<file path="src/rtl/bus_seq_pkg.sv">
`timescale 1ns/1ps
package bus_seq_pkg;

    localparam int KIND_W = 3;
    typedef logic [KIND_W-1:0] kind_t;

    typedef enum logic [2:0] {
        PH_IDLE, PH_LEAD, PH_T1, PH_T2, PH_T3, PH_TW, PH_T4, PH_HOLD
    } tphase_e;

    localparam kind_t K_ACK   = 3'b100;
    localparam kind_t K_IORD  = 3'b101;
    localparam kind_t K_IOWR  = 3'b110;
    localparam kind_t K_FETCH = 3'b000;
    localparam kind_t K_MEMRD = 3'b001;
    localparam kind_t K_MEMWR = 3'b010;
    localparam kind_t K_IDLE  = 3'b011;

    typedef struct packed {
        logic  strobe_addr;
        logic  wr_n;
        logic  ack_n;
        logic  en_n;
        kind_t stat;
        logic  driven;
    } bus_out_t;

    function automatic logic kind_is_write(kind_t k);
        return (k == K_IOWR) || (k == K_MEMWR);
    endfunction

    function automatic logic kind_is_ack(kind_t k);
        return k == K_ACK;
    endfunction

    function automatic logic kind_is_read(kind_t k);
        return (k == K_FETCH) || (k == K_MEMRD) || (k == K_IORD);
    endfunction

    function automatic logic in_data_span(tphase_e p);
        return (p == PH_T2) || (p == PH_T3) || (p == PH_TW);
    endfunction

endpackage

</file>
<file path="src/rtl/bus_tstate_fsm.sv">
`timescale 1ns/1ps
module bus_tstate_fsm
    import bus_seq_pkg::*;
(
    input  logic    clk,
    input  logic    rst,
    input  logic    req_valid,
    input  kind_t   req_kind,
    input  logic    rdy,
    input  logic    float_req,
    output tphase_e phase,
    output kind_t   kind_q,
    output logic    req_accept
);

    tphase_e phase_nx;
    logic    can_take;

    always_comb begin
        can_take   = ((phase == PH_IDLE) || (phase == PH_T4)) && !float_req;
        req_accept = can_take && req_valid && (req_kind != K_IDLE);
    end

    always_comb begin
        phase_nx = phase;
        unique case (phase)
            PH_IDLE, PH_T4: begin
                if (float_req)       phase_nx = PH_HOLD;
                else if (req_accept) phase_nx = PH_LEAD;
                else                 phase_nx = PH_IDLE;
            end
            PH_LEAD: phase_nx = PH_T1;
            PH_T1:   phase_nx = PH_T2;
            PH_T2:   phase_nx = PH_T3;
            PH_T3, PH_TW: phase_nx = rdy ? PH_T4 : PH_TW;
            PH_HOLD: phase_nx = float_req ? PH_HOLD : PH_IDLE;
            default: phase_nx = PH_IDLE;
        endcase
    end

    always_ff @(posedge clk) begin
        if (rst) begin
            phase  <= PH_IDLE;
            kind_q <= K_IDLE;
        end else begin
            phase <= phase_nx;
            if (req_accept)
                kind_q <= req_kind;
            else if ((phase_nx == PH_IDLE) || (phase_nx == PH_HOLD))
                kind_q <= K_IDLE;
        end
    end

endmodule

</file>
<file path="src/rtl/bus_phase_capture.sv">
`timescale 1ns/1ps
module bus_phase_capture
    import bus_seq_pkg::*;
(
    input  logic    clk,
    input  logic    rst,
    input  tphase_e phase_p,
    output tphase_e phase_n
);

    always_ff @(negedge clk) begin
        if (rst) phase_n <= PH_IDLE;
        else     phase_n <= phase_p;
    end

endmodule

</file>
<file path="src/rtl/bus_strobe_gen.sv">
`timescale 1ns/1ps
module bus_strobe_gen
    import bus_seq_pkg::*;
(
    input  tphase_e  phase_p,
    input  tphase_e  phase_n,
    input  kind_t    kind,
    output bus_out_t outs
);

    logic span_p, span_n, floated, wr_k, rd_k, ack_k, en_act;

    always_comb begin
        span_p  = in_data_span(phase_p);
        span_n  = in_data_span(phase_n);
        floated = (phase_p == PH_HOLD);
        wr_k    = kind_is_write(kind);
        ack_k   = kind_is_ack(kind);
        rd_k    = kind_is_read(kind);
        en_act  = ((rd_k || ack_k) && span_n) || (wr_k && (span_p || span_n));

        outs.strobe_addr = (phase_p == PH_T1) && (phase_n == PH_T1);
        outs.wr_n        = floated || !(wr_k && span_p);
        outs.ack_n       = !(ack_k && span_p);
        outs.en_n        = floated || !en_act;
        outs.stat        = floated ? '1 : kind;
        outs.driven      = !floated;
    end

endmodule

</file>
<file path="src/rtl/bus_cycle_seq.sv">
`timescale 1ns/1ps
module bus_cycle_seq
    import bus_seq_pkg::*;
(
    input  logic       clk,
    input  logic       rst,
    input  logic       req_valid,
    input  logic [2:0] req_kind,
    input  logic       rdy,
    input  logic       float_req,
    output logic       req_accept,
    output logic       addr_strobe,
    output logic       wstb_n,
    output logic       ackstb_n,
    output logic       xcvr_en_n,
    output logic       xmit_dir,
    output logic       io_space,
    output logic       stat_lo,
    output logic       bus_driven
);

    tphase_e  phase_p;
    tphase_e  phase_n;
    kind_t    kind_q;
    bus_out_t outs;

    bus_tstate_fsm u_fsm (
        .clk        (clk),
        .rst        (rst),
        .req_valid  (req_valid),
        .req_kind   (req_kind),
        .rdy        (rdy),
        .float_req  (float_req),
        .phase      (phase_p),
        .kind_q     (kind_q),
        .req_accept (req_accept)
    );

    bus_phase_capture u_cap (
        .clk     (clk),
        .rst     (rst),
        .phase_p (phase_p),
        .phase_n (phase_n)
    );

    bus_strobe_gen u_gen (
        .phase_p (phase_p),
        .phase_n (phase_n),
        .kind    (kind_q),
        .outs    (outs)
    );

    assign addr_strobe = outs.strobe_addr;
    assign wstb_n      = outs.wr_n;
    assign ackstb_n    = outs.ack_n;
    assign xcvr_en_n   = outs.en_n;
    assign io_space    = outs.stat[2];
    assign xmit_dir    = outs.stat[1];
    assign stat_lo     = outs.stat[0];
    assign bus_driven  = outs.driven;

endmodule

</file>
<file path="config.mk">
export PLATFORM = sky130hd
export DESIGN_NAME = bus_cycle_seq
export DESIGN_NICKNAME = d
export VERILOG_FILES = /design/src/rtl/bus_seq_pkg.sv /design/src/rtl/bus_tstate_fsm.sv /design/src/rtl/bus_phase_capture.sv /design/src/rtl/bus_strobe_gen.sv /design/src/rtl/bus_cycle_seq.sv
export SDC_FILE = /design/constraint.sdc
export NUM_CORES = 1
export LEC_CHECK = 0
export ABC_AREA = 0
export BUFFER_PORTS_ARGS = -buffer_cell sky130_fd_sc_hd__clkbuf_2
export CAP_MARGIN = 20
export CORE_AREA = 2 2 39 41
export CTS_CLUSTER_SIZE = 40
export DETAILED_ROUTE_END_ITERATION = 10
export DIE_AREA = 0 0 41 43
export GPL_TIMING_DRIVEN = 0
export SLEW_MARGIN = 10
export SYNTH_ARGS = -nofsm -noshare
export SYNTH_HDL_FRONTEND = slang
export SYNTH_SLANG_ARGS = --single-unit
</file>
<file path="constraint.sdc">
create_clock -name clk -period 2.6 [get_ports clk]
set_input_delay 0.39 -clock clk [delete_from_list [all_inputs] [get_ports clk]]
set_output_delay 0.39 -clock clk [all_outputs]
set_load 0.02 [all_outputs]
</file>
==> results of run 1 <==
-- flip-flops by register name, summed over array words and instances (netlist names) --
signal         flops
u_fsm.phase        3
u_cap.phase_n      3
u_fsm.kind_q       3
-- how the worst max path moves through the flow --
| stage | startpoint | end | slack [ns] | depth (start not counted) |
|---|---|---|---|---|
| final | u_cap.phase_n[0] | addr_strobe | -0.51 | 3 |
| after global routing | u_cap.phase_n[0] | addr_strobe | -0.56 | 3 |
| after CTS | u_cap.phase_n[0] | addr_strobe | -0.52 | 3 |
| after detailed placement | u_cap.phase_n[2] | xcvr_en_n | -0.27 | 4 |
| after global placement | u_cap.phase_n[2] | xcvr_en_n | -0.26 | 4 |
| after floorplan | u_cap.phase_n[0] | addr_strobe | -0.11 | 2 |
-- kinds of logic (layout without fill, tap and decap cells) --
logic type             after synthesis  after routing  share of synthesized area
AND/OR/NAND/NOR                     25             25                      0.297
AO/OA/AOI/OAI                       16             16                      0.240
flip-flops                           9              9                      0.356
buffers and inverters                7             30                     0.0693
XOR/XNOR                             1              1                     0.0173
multiplexers                         1              1                     0.0198
-- through the flow --
stage | hold slack (ns) | total power, mW | worst slack (ns) | setup TNS [ns] | std cells
global route | 0.380 | 0.462 | -0.556 | -1.11 | 98
detailed placement | 0.489 | 0.317 | -0.269 | -0.467 | 91
floorplan | 0.449 | 0.283 | -0.112 | -0.200 | 59
CTS | 0.372 | 0.434 | -0.518 | -1.02 | 98
finish | 0.369 | 0.432 | -0.509 | -1.01 | 98
global placement | 0.481 | 0.314 | -0.261 | -0.458 | 91
-- area by class of cell --
| cell class | instances | area [um2] |
|---|---|---|
| well taps | 16 | 20.0 |
| repair buffers | 17 | 105 |
| inverters | 3 | 11.3 |
| fillers | 143 | 697 |
| clock buffers | 3 | 22.5 |
| multi-input cells | 43 | 312 |
| clock inverters | 4 | 15.0 |
| flip-flops and latches | 9 | 181 |
| plain buffers | 3 | 20.0 |
-- cells in the mapped netlist (all sizes together) (2+ instances only) --
library cell	number	share of area
nand3	2	0.020
o21ai	2	0.020
nor2	3	0.022
o31ai	2	0.040
nand2	6	0.045
buf	3	0.040
nand2b	3	0.037
nor3	2	0.030
nor2b	4	0.049
o22a	2	0.035
nor4b	2	0.035
dfxtp	9	0.36
a21oi	3	0.030
inv	4	0.030
-- worst max-delay path: stages, from the launching register on --
cell      delay (ns)
dfxtp_1         0.29
or4b_4          0.52
nor3_4          0.13
clkbuf_8        0.16
-- routing by layer --
| metal | vias up | GRT usage |
|---|---|---|
| li1 | 262 | - |
| met1 | 230 | 0.179 |
| met2 | 12 | 0.247 |
| met3 | 2 | 0.0314 |
| met4 | 0 | 0.100 |
| met5 | - | 0 |
-- layout by cell type, fill, tap and decap left out, drive strengths merged, types with 2 or more instances in the layout --
master  instances
nand3           2
nand2           6
nor2            3
inv             6
o22a            2
o21ai           2
nor2b           4
o31ai           2
nor4b           2
dfxtp           9
buf             4
nor3            2
a21oi           3
clkbuf         19
nand2b          3
-- report_power, final --
part	switching (mW)	leakage, nW	internal (mW)	total [mW]
registers	0.0123	0.0745	0.155	0.167
clock network	0.0641	0.0313	0.0616	0.126
logic	0.0780	0.194	0.0608	0.139
total	0.154	0.299	0.277	0.432
-- repair_timing --
item	CTS	global route
setup endpoints to repair	2	2
pin swaps	1	0
gates cloned	0	0
gates resized for setup	4	0
buffers inserted	1	0
==> run_results.csv, run 1 <==
group,metric,value,unit
routing,drc_errors,0,
setup_path,crit_path_end_kind,"primary output",
placed_design,port_buffers,16,
placed_design,placed_area,628,um2
status,violations,"setup timing",
status,status,"finished, violations left",
synth,netlist_area,505,um2
synth,synth.distinct_cells,31,
clocking,cts.sinks,9,
timing,finalHoldViolations,0,
setup_path,cp_max_fo,2,
job,cap_violations,0,
cells_and_area,drive_gt1_frac,0.378,
routing,dr.pass1.iters,3,
routing,wl_per_cell,11.2,um
min_path,min_from,"req_kind[1]",
floorplanning,dieArea,0.00176,mm2
routing,drt_iter0_markers,4,
pwr,power_leakage,0.299,nW
floorplanning,die_height,43,um
setup_path,path_class,"reg -> out",
timing,finalMaxSlewViolations,0,
timing,rsz0062_at_grt,"yes",
pwr,ir_worst_vdd,272,uV
cells_and_area,fin_util,0.496,
clocking,numCtsBuffers,3,
synth,yosysWarnings,0,
grt,grt_pass1_vias,474,
cells_and_area,fin_area,687,um2
setup_path,start_kind,"register",
timing,worst_pin_slew,0.409,ns
synth,yosys_most_used_dff,"dfxtp_1",
placed_design,post-dp-hpwl,861,um
synth,syn_area_per_cell,8.57,um2
min_path,holdPathStages,2,
grt,track_usage,0.156,
clocking,cts_tree,"done",
setup_path,arrival,2.72,ns
min_path,worstHoldEndpoint,"u_fsm.kind_q[1]",
routing,dr.max_layer_used,"met4",
timing,worst_slack,-0.509,ns
routing,wl_met1,503,um
clocking,clk_latency,0.32,ns
timing,finalSetupViolCount,2,
synth,synth_nets,67,
grt,grt_pass1_wl,1870,um
routing,dr_wl_met3,38,um
routing,routed_wl,1100,um
floorplanning,die_x,41,um
timing,slew_headroom,0.720,
setup_path,r2r_end,"u_cap.phase_n[0]",
floorplanning,core_area,0.00138,mm2
clocking,cts_root_buf,"clkbuf_4",
floorplanning,pin_count,17,
synth,ys_seq_area_frac,0.356,
clocking,clock_path_buffers,2,
floorplanning,rows,14,
cells_and_area,syn2layout_area_growth,35.9,%
clocking,postCtsHoldBufs,0,
routing,ant_nets,0,
routing,wl_met2,539,um
routing,routed-via-count,506,
placed_design,place_congestion,0.679,
cells_and_area,antennaDiodeCount,0,
setup_path,reg2reg_from,"u_fsm.phase[0]",
routing,via_per_inst,5.16,
timing,clock_skew,0.0582,ns
synth,synth_edf_count,0,
grt,antenna_found_initial,0,
clocking,h-tree-depth,1,
setup_path,r2r_slack,0.57,ns
synth,async_flop_share,0,
synth,syn_inst,59,
pwr,power_density,628,mW/mm2
synth,ys_seq_elements,9,
grt,grt_overflow,0,
setup_path,critical_path_required,2.21,ns
setup_path,reg2reg_depth,2,
cells_and_area,fin_nets,91,
min_path,hold_path_class,"in -> reg",
floorplanning,initial_core_util,0.365,
clocking,cts.clk_slew.worst_paths,0.07,ns
grt,grt_max_degree,11,
Power figures use the tool's default switching activity.
==> run 2: changes to the inputs <==
Settings changed: RECOVER_POWER set to 100.
==> run 2 against run 1 <==
  * The flow still finishes with violations (setup timing)
  * Die area did not move
  * Sequential power barely moved
  * Global-route usage did not move
  * Final cell count did not move
  * Count of clock-buffer cells in the layout did not move
  * Critical path type unchanged
  * Non-clock buffer count did not move
  * Largest power group unchanged
  * Highest routed layer unchanged
  * Core utilization fell by 0.90 points
==> run_results.csv, run 2 (synthesized netlist as in run 1, its figures left out) <==
group,metric,value,unit
status,status,"finished, violations left",
status,violations,"setup timing",
cells_and_area,fillers,149,
setup_path,r2r_slack,0.58,ns
clocking,cts_tree,"done",
timing,hold_slack,0.374,ns
placed_design,place_congestion,0.679,
setup_path,critical_path_required,2.21,ns
floorplanning,core_area,0.00138,mm2
timing,fin_setup_tns,-1.00,ns
routing,wl_per_cell,11.3,um
grt,grt_pass1_wl,1870,um
pwr,ir_worst_vdd,266,uV
timing,clock_skew,0.0585,ns
clocking,cts.sinks,9,
cells_and_area,multi_input_area,312,um2
cells_and_area,syn2layout_area_growth,33.4,%
min_path,holdPathStages,2,
timing,finalSetupViolCount,2,
cells_and_area,antennaDiodeCount,0,
cells_and_area,fin_nets,91,
setup_path,arrival,2.71,ns
pwr,total_power,0.425,mW
setup_path,path_class,"reg -> out",
routing,drt_iter0_markers,2,
timing,worst_pin_slew,0.410,ns
floorplanning,die_height,43,um
clocking,postCtsHoldBufs,0,
setup_path,reg2reg_depth,2,
grt,track_usage,0.156,
cells_and_area,drive_gt1_frac,0.268,
clocking,clock_path_buffers,2,
clocking,cts.clk_slew.worst_paths,0.07,ns
clocking,clk_latency,0.32,ns
setup_path,cp_max_fo,2,
setup_path,start_kind,"register",
floorplanning,rows,14,
routing,drc_errors,0,
floorplanning,initial_core_util,0.365,
cells_and_area,mostFrequentLayoutCells,"clkbuf_1, dfxtp_1, clkbuf_2, nand2_1, inv_1",
routing,dr.pass1.iters,4,
clocking,numCtsBuffers,3,
placed_design,post-dp-hpwl,861,um
routing,routed_wl,1110,um
routing,routed-via-count,506,
timing,finalHoldViolations,0,
floorplanning,dieArea,0.00176,mm2
grt,grt_pass1_vias,474,
clocking,h-tree-depth,1,
timing,worst_slack,-0.504,ns
cells_and_area,register_area,181,um2
grt,grt_overflow,0,
grt,grt_max_degree,11,
timing,finalMaxSlewViolations,0,
pwr,power_density,631,mW/mm2
setup_path,crit_path_end_kind,"primary output",
floorplanning,pin_count,17,
clocking,cts_root_buf,"clkbuf_4",
floorplanning,die_x,41,um
routing,via_per_inst,5.16,
pwr,power_leakage,0.277,nW
grt,antenna_found_initial,0,
cells_and_area,top_regs,"u_cap.phase_n x3, u_fsm.kind_q x3, u_fsm.phase x3",
timing,rsz0062_at_grt,"yes",
timing,slew_headroom,0.719,
min_path,hold_path_class,"in -> reg",
placed_design,port_buffers,16,
routing,ant_nets,0,
job,cap_violations,0,
run 2: final cells by class:
type,instances,area share
multi-input cells,43,0.462
flip-flops and latches,9,0.269
repair buffers,17,0.143
clock buffers,3,0.0334
well taps,16,0.0297
plain buffers,3,0.0241
clock inverters,4,0.0223
inverters,3,0.0167
run 2: final timing paths:
path               startpoint          endpoint
min reg2reg   u_fsm.kind_q[2]   u_fsm.kind_q[2]
max reg2reg    u_fsm.phase[0]  u_cap.phase_n[0]
min               req_kind[0]   u_fsm.kind_q[0]
max          u_cap.phase_n[0]       addr_strobe
run 2: per-stage QoR:
stage          worst slack (ns)   util  cells  cell area, um2
3_3_place_gp             -0.261  0.454     91             628
3_5_place_dp             -0.269  0.454     91             628
6_report                 -0.504  0.487     98             674
2_1_floorplan            -0.112      -     59             528
5_1_grt                  -0.556  0.487     98             674
4_1_cts                  -0.518  0.496     98             687
run 2: repair_timing:
action | CTS | global route
pin swaps | 1 | 0
endpoints found under the setup margin | 2 | 2
gates resized for setup | 4 | 0
buffers inserted | 1 | 0
run 2: routing by layer:
| layer | global-route usage | vias up | wire, um |
|---|---|---|---|
| met3 | 0.0314 | 2 | 56 |
| li1 | - | 262 | - |
| met5 | 0 | - | 0 |
| met4 | 0.100 | 0 | 15 |
| met1 | 0.179 | 226 | 491 |
| met2 | 0.247 | 16 | 542 |
run 2: critical path: stages (launching register included):
cell      delay (ns)
dfxtp_1         0.29
or4b_4          0.52
nor3_4          0.13
clkbuf_8        0.16
run 2: report_power, final:
group | total [mW] | internal [mW] | switching (mW)
Sequential | 0.166 | 0.155 | 0.0114
Combinational | 0.135 | 0.0567 | 0.0780
Clock | 0.124 | 0.0615 | 0.0628
Total | 0.425 | 0.273 | 0.152
==> run 3: changes to the inputs <==
Settings changed: CORE_AREA 2 2 39 41 to 4 4 41 43, DIE_AREA 0 0 41 43 to 0 0 45 47, PLACE_DENSITY set to 0.65.
Clock period 2.6 ns to 2.63 ns, I/O delays scaled along.
==> run 3 against run 2 <==
  * The flow still finishes with violations (setup timing)
  * Combinational power decreased by 4%
  * Wire length up 0.36%
  * Global-route usage down 3.7 points
  * Sequential share of layout area rose by 0.85 points
  * Sequential power about the same
  * Non-clock buffer count is the same
  * Via count is 3.8% lower
  * Critical path depth unchanged
  * Count of clock-buffer cells in the layout up 1
  * Clock power about the same
  * Sequential cell count is the same
  * Largest cell class unchanged
==> run_results.csv, run 3 (synthesized netlist as in run 1, its figures left out) <==
group,metric,value,unit
status,status,"finished, violations left",
status,violations,"setup timing",
routing,dr.pass1.iters,3,
routing,ant_nets,0,
timing,rsz0062_at_grt,"yes",
setup_path,crit_path_end_kind,"primary output",
cells_and_area,antennaDiodeCount,0,
grt,track_usage,0.119,
floorplanning,core_area,0.00130,mm2
cells_and_area,layout_commonest_cell,"clkbuf_1",
grt,grt_max_degree,11,
floorplanning,die_height,47,um
cells_and_area,fin_util,0.506,
placed_design,place_congestion,0.694,
placed_design,post-dp-hpwl,880,um
clocking,cts_tree,"done",
routing,routed_wl,1110,um
routing,drt_iter0_markers,8,
floorplanning,die_x,45,um
pwr,p_seq_frac,0.395,
grt,antenna_found_initial,0,
pwr,clockPowerShare,0.296,
setup_path,r2r_slack,0.59,ns
clocking,cts.clk_slew.worst_paths,0.07,ns
grt,grt_pass1_vias,446,
timing,finalSetupViolCount,2,
timing,slew_headroom,0.729,
pwr,p_sw,0.145,mW
setup_path,reg2reg_from,"u_fsm.phase[2]",
pwr,ir_worst_vdd,273,uV
clocking,h-tree-depth,1,
clocking,numCtsBuffers,3,
setup_path,cp_max_fo,2,
clocking,clk_latency,0.31,ns
setup_path,reg2reg_depth,2,
floorplanning,pin_count,17,
clocking,clock_path_buffers,2,
routing,wl_per_cell,11.4,um
setup_path,r2r_end,"u_cap.phase_n[2]",
timing,worst_slack,-0.504,ns
timing,clock_skew,0.0555,ns
cells_and_area,syn2layout_area_growth,30.2,%
routing,via_per_inst,5.02,
cells_and_area,top_regs,"u_cap.phase_n x3, u_fsm.kind_q x3, u_fsm.phase x3",
pwr,p_sw_frac,0.347,
pwr,power_density,634,mW/mm2
timing,worst_pin_slew,0.407,ns
pwr,p_int,0.272,mW
grt,grt_overflow,0,
min_path,worstHoldEndpoint,"u_fsm.kind_q[1]",
cells_and_area,fin_nets,91,
setup_path,arrival,2.74,ns
timing,hold_slack,0.382,ns
job,cap_violations,0,
min_path,holdPathStages,2,
pwr,pwr-share-comb,0.309,
floorplanning,dieArea,0.00212,mm2
cells_and_area,mostFrequentLayoutCells,"clkbuf_1, clkbuf_2, dfxtp_1, nand2_1, inv_1",
min_path,hold_path_class,"in -> reg",
setup_path,start_kind,"register",
setup_path,critical_path_required,2.24,ns
timing,finalHoldViolations,0,
clocking,cts_root_buf,"clkbuf_4",
floorplanning,initial_core_util,0.388,
grt,grt_pass1_wl,1810,um
min_path,min_from,"req_kind[1]",
cells_and_area,drive_gt1_frac,0.268,
routing,drc_errors,0,
placed_design,port_buffers,16,
floorplanning,rows,13,
routing,routed-via-count,487,
setup_path,path_class,"reg -> out",
pwr,power_leakage,0.273,nW
timing,finalMaxSlewViolations,0,
clocking,cts.sinks,9,
[run 3: changes by cell type in the layout (fill, tap and decap cells not counted)]
cell / change
and3b_1: +1
and3b_2: -1
buf_4: +1
clkbuf_1: +1
clkbuf_8: -1
clkinv_1: -1
dfxtp_1: -1
dfxtp_2: +1
o31ai_2: +1
o31ai_4: -1
[run 3: power by group through the flow]
stage               Combinational (mW)  Sequential, mW  Clock (mW)
floorplan                        0.102           0.165     0.00949
global placement                 0.130           0.167     0.00949
detailed placement               0.132           0.168     0.00949
CTS                              0.134           0.165       0.125
global route                     0.142           0.168       0.132
finish                           0.129           0.165       0.123
[run 3: cell type report]
cell class / count / area (um2)
repair buffers: 17 / 90.1
plain buffers: 3 / 16.3
well taps: 15 / 18.8
flip-flops and latches: 9 / 183
clock inverters: 3 / 11.3
inverters: 3 / 11.3
clock buffers: 4 / 26.3
multi-input cells: 43 / 302
fillers: 145 / 643
[run 3: metrics by stage]
stage | power, mW | cells | instance area [um2] | worst slack, ns | TNS (ns)
6_report | 0.417 | 97 | 658 | -0.504 | -0.925
5_1_grt | 0.442 | 97 | 658 | -0.545 | -1.03
4_1_cts | 0.424 | 97 | 669 | -0.509 | -0.966
3_5_place_dp | 0.309 | 90 | 616 | -0.194 | -0.357
3_3_place_gp | 0.307 | 90 | 616 | -0.188 | -0.339
2_1_floorplan | 0.276 | 59 | 517 | -0.102 | -0.102
[run 3: worst max-delay path by stage]
stage / from / endpoint / slack, ns / cells past startpoint
finish: u_cap.phase_n[0] / addr_strobe / -0.50 / 3
global route: u_cap.phase_n[0] / addr_strobe / -0.55 / 3
floorplan: u_cap.phase_n[0] / addr_strobe / -0.10 / 2
CTS: u_cap.phase_n[0] / addr_strobe / -0.51 / 3
global placement: u_cap.phase_n[0] / addr_strobe / -0.19 / 3
detailed placement: u_cap.phase_n[0] / addr_strobe / -0.19 / 3
[run 3: timing repair]
action | 4_1_cts | 5_1_grt
hold buffers | 0 | 0
resized for setup | 4 | 2
gates cloned | 0 | 0
buffers inserted | 1 | 0
setup endpoints to repair | 2 | 2
[run 3: critical path: stages, from the launching register on]
cell      delay [ns]
dfxtp_2         0.30
or4b_4          0.52
nor3_4          0.13
clkbuf_8        0.16
[run 3: metal layers]
layer  wire, um  vias up  track usage
met1        500      217        0.143
met3         85        0       0.0230
met4          0        0       0.0702
met5          0        -            0
met2        524       12        0.198
li1           -      258            -
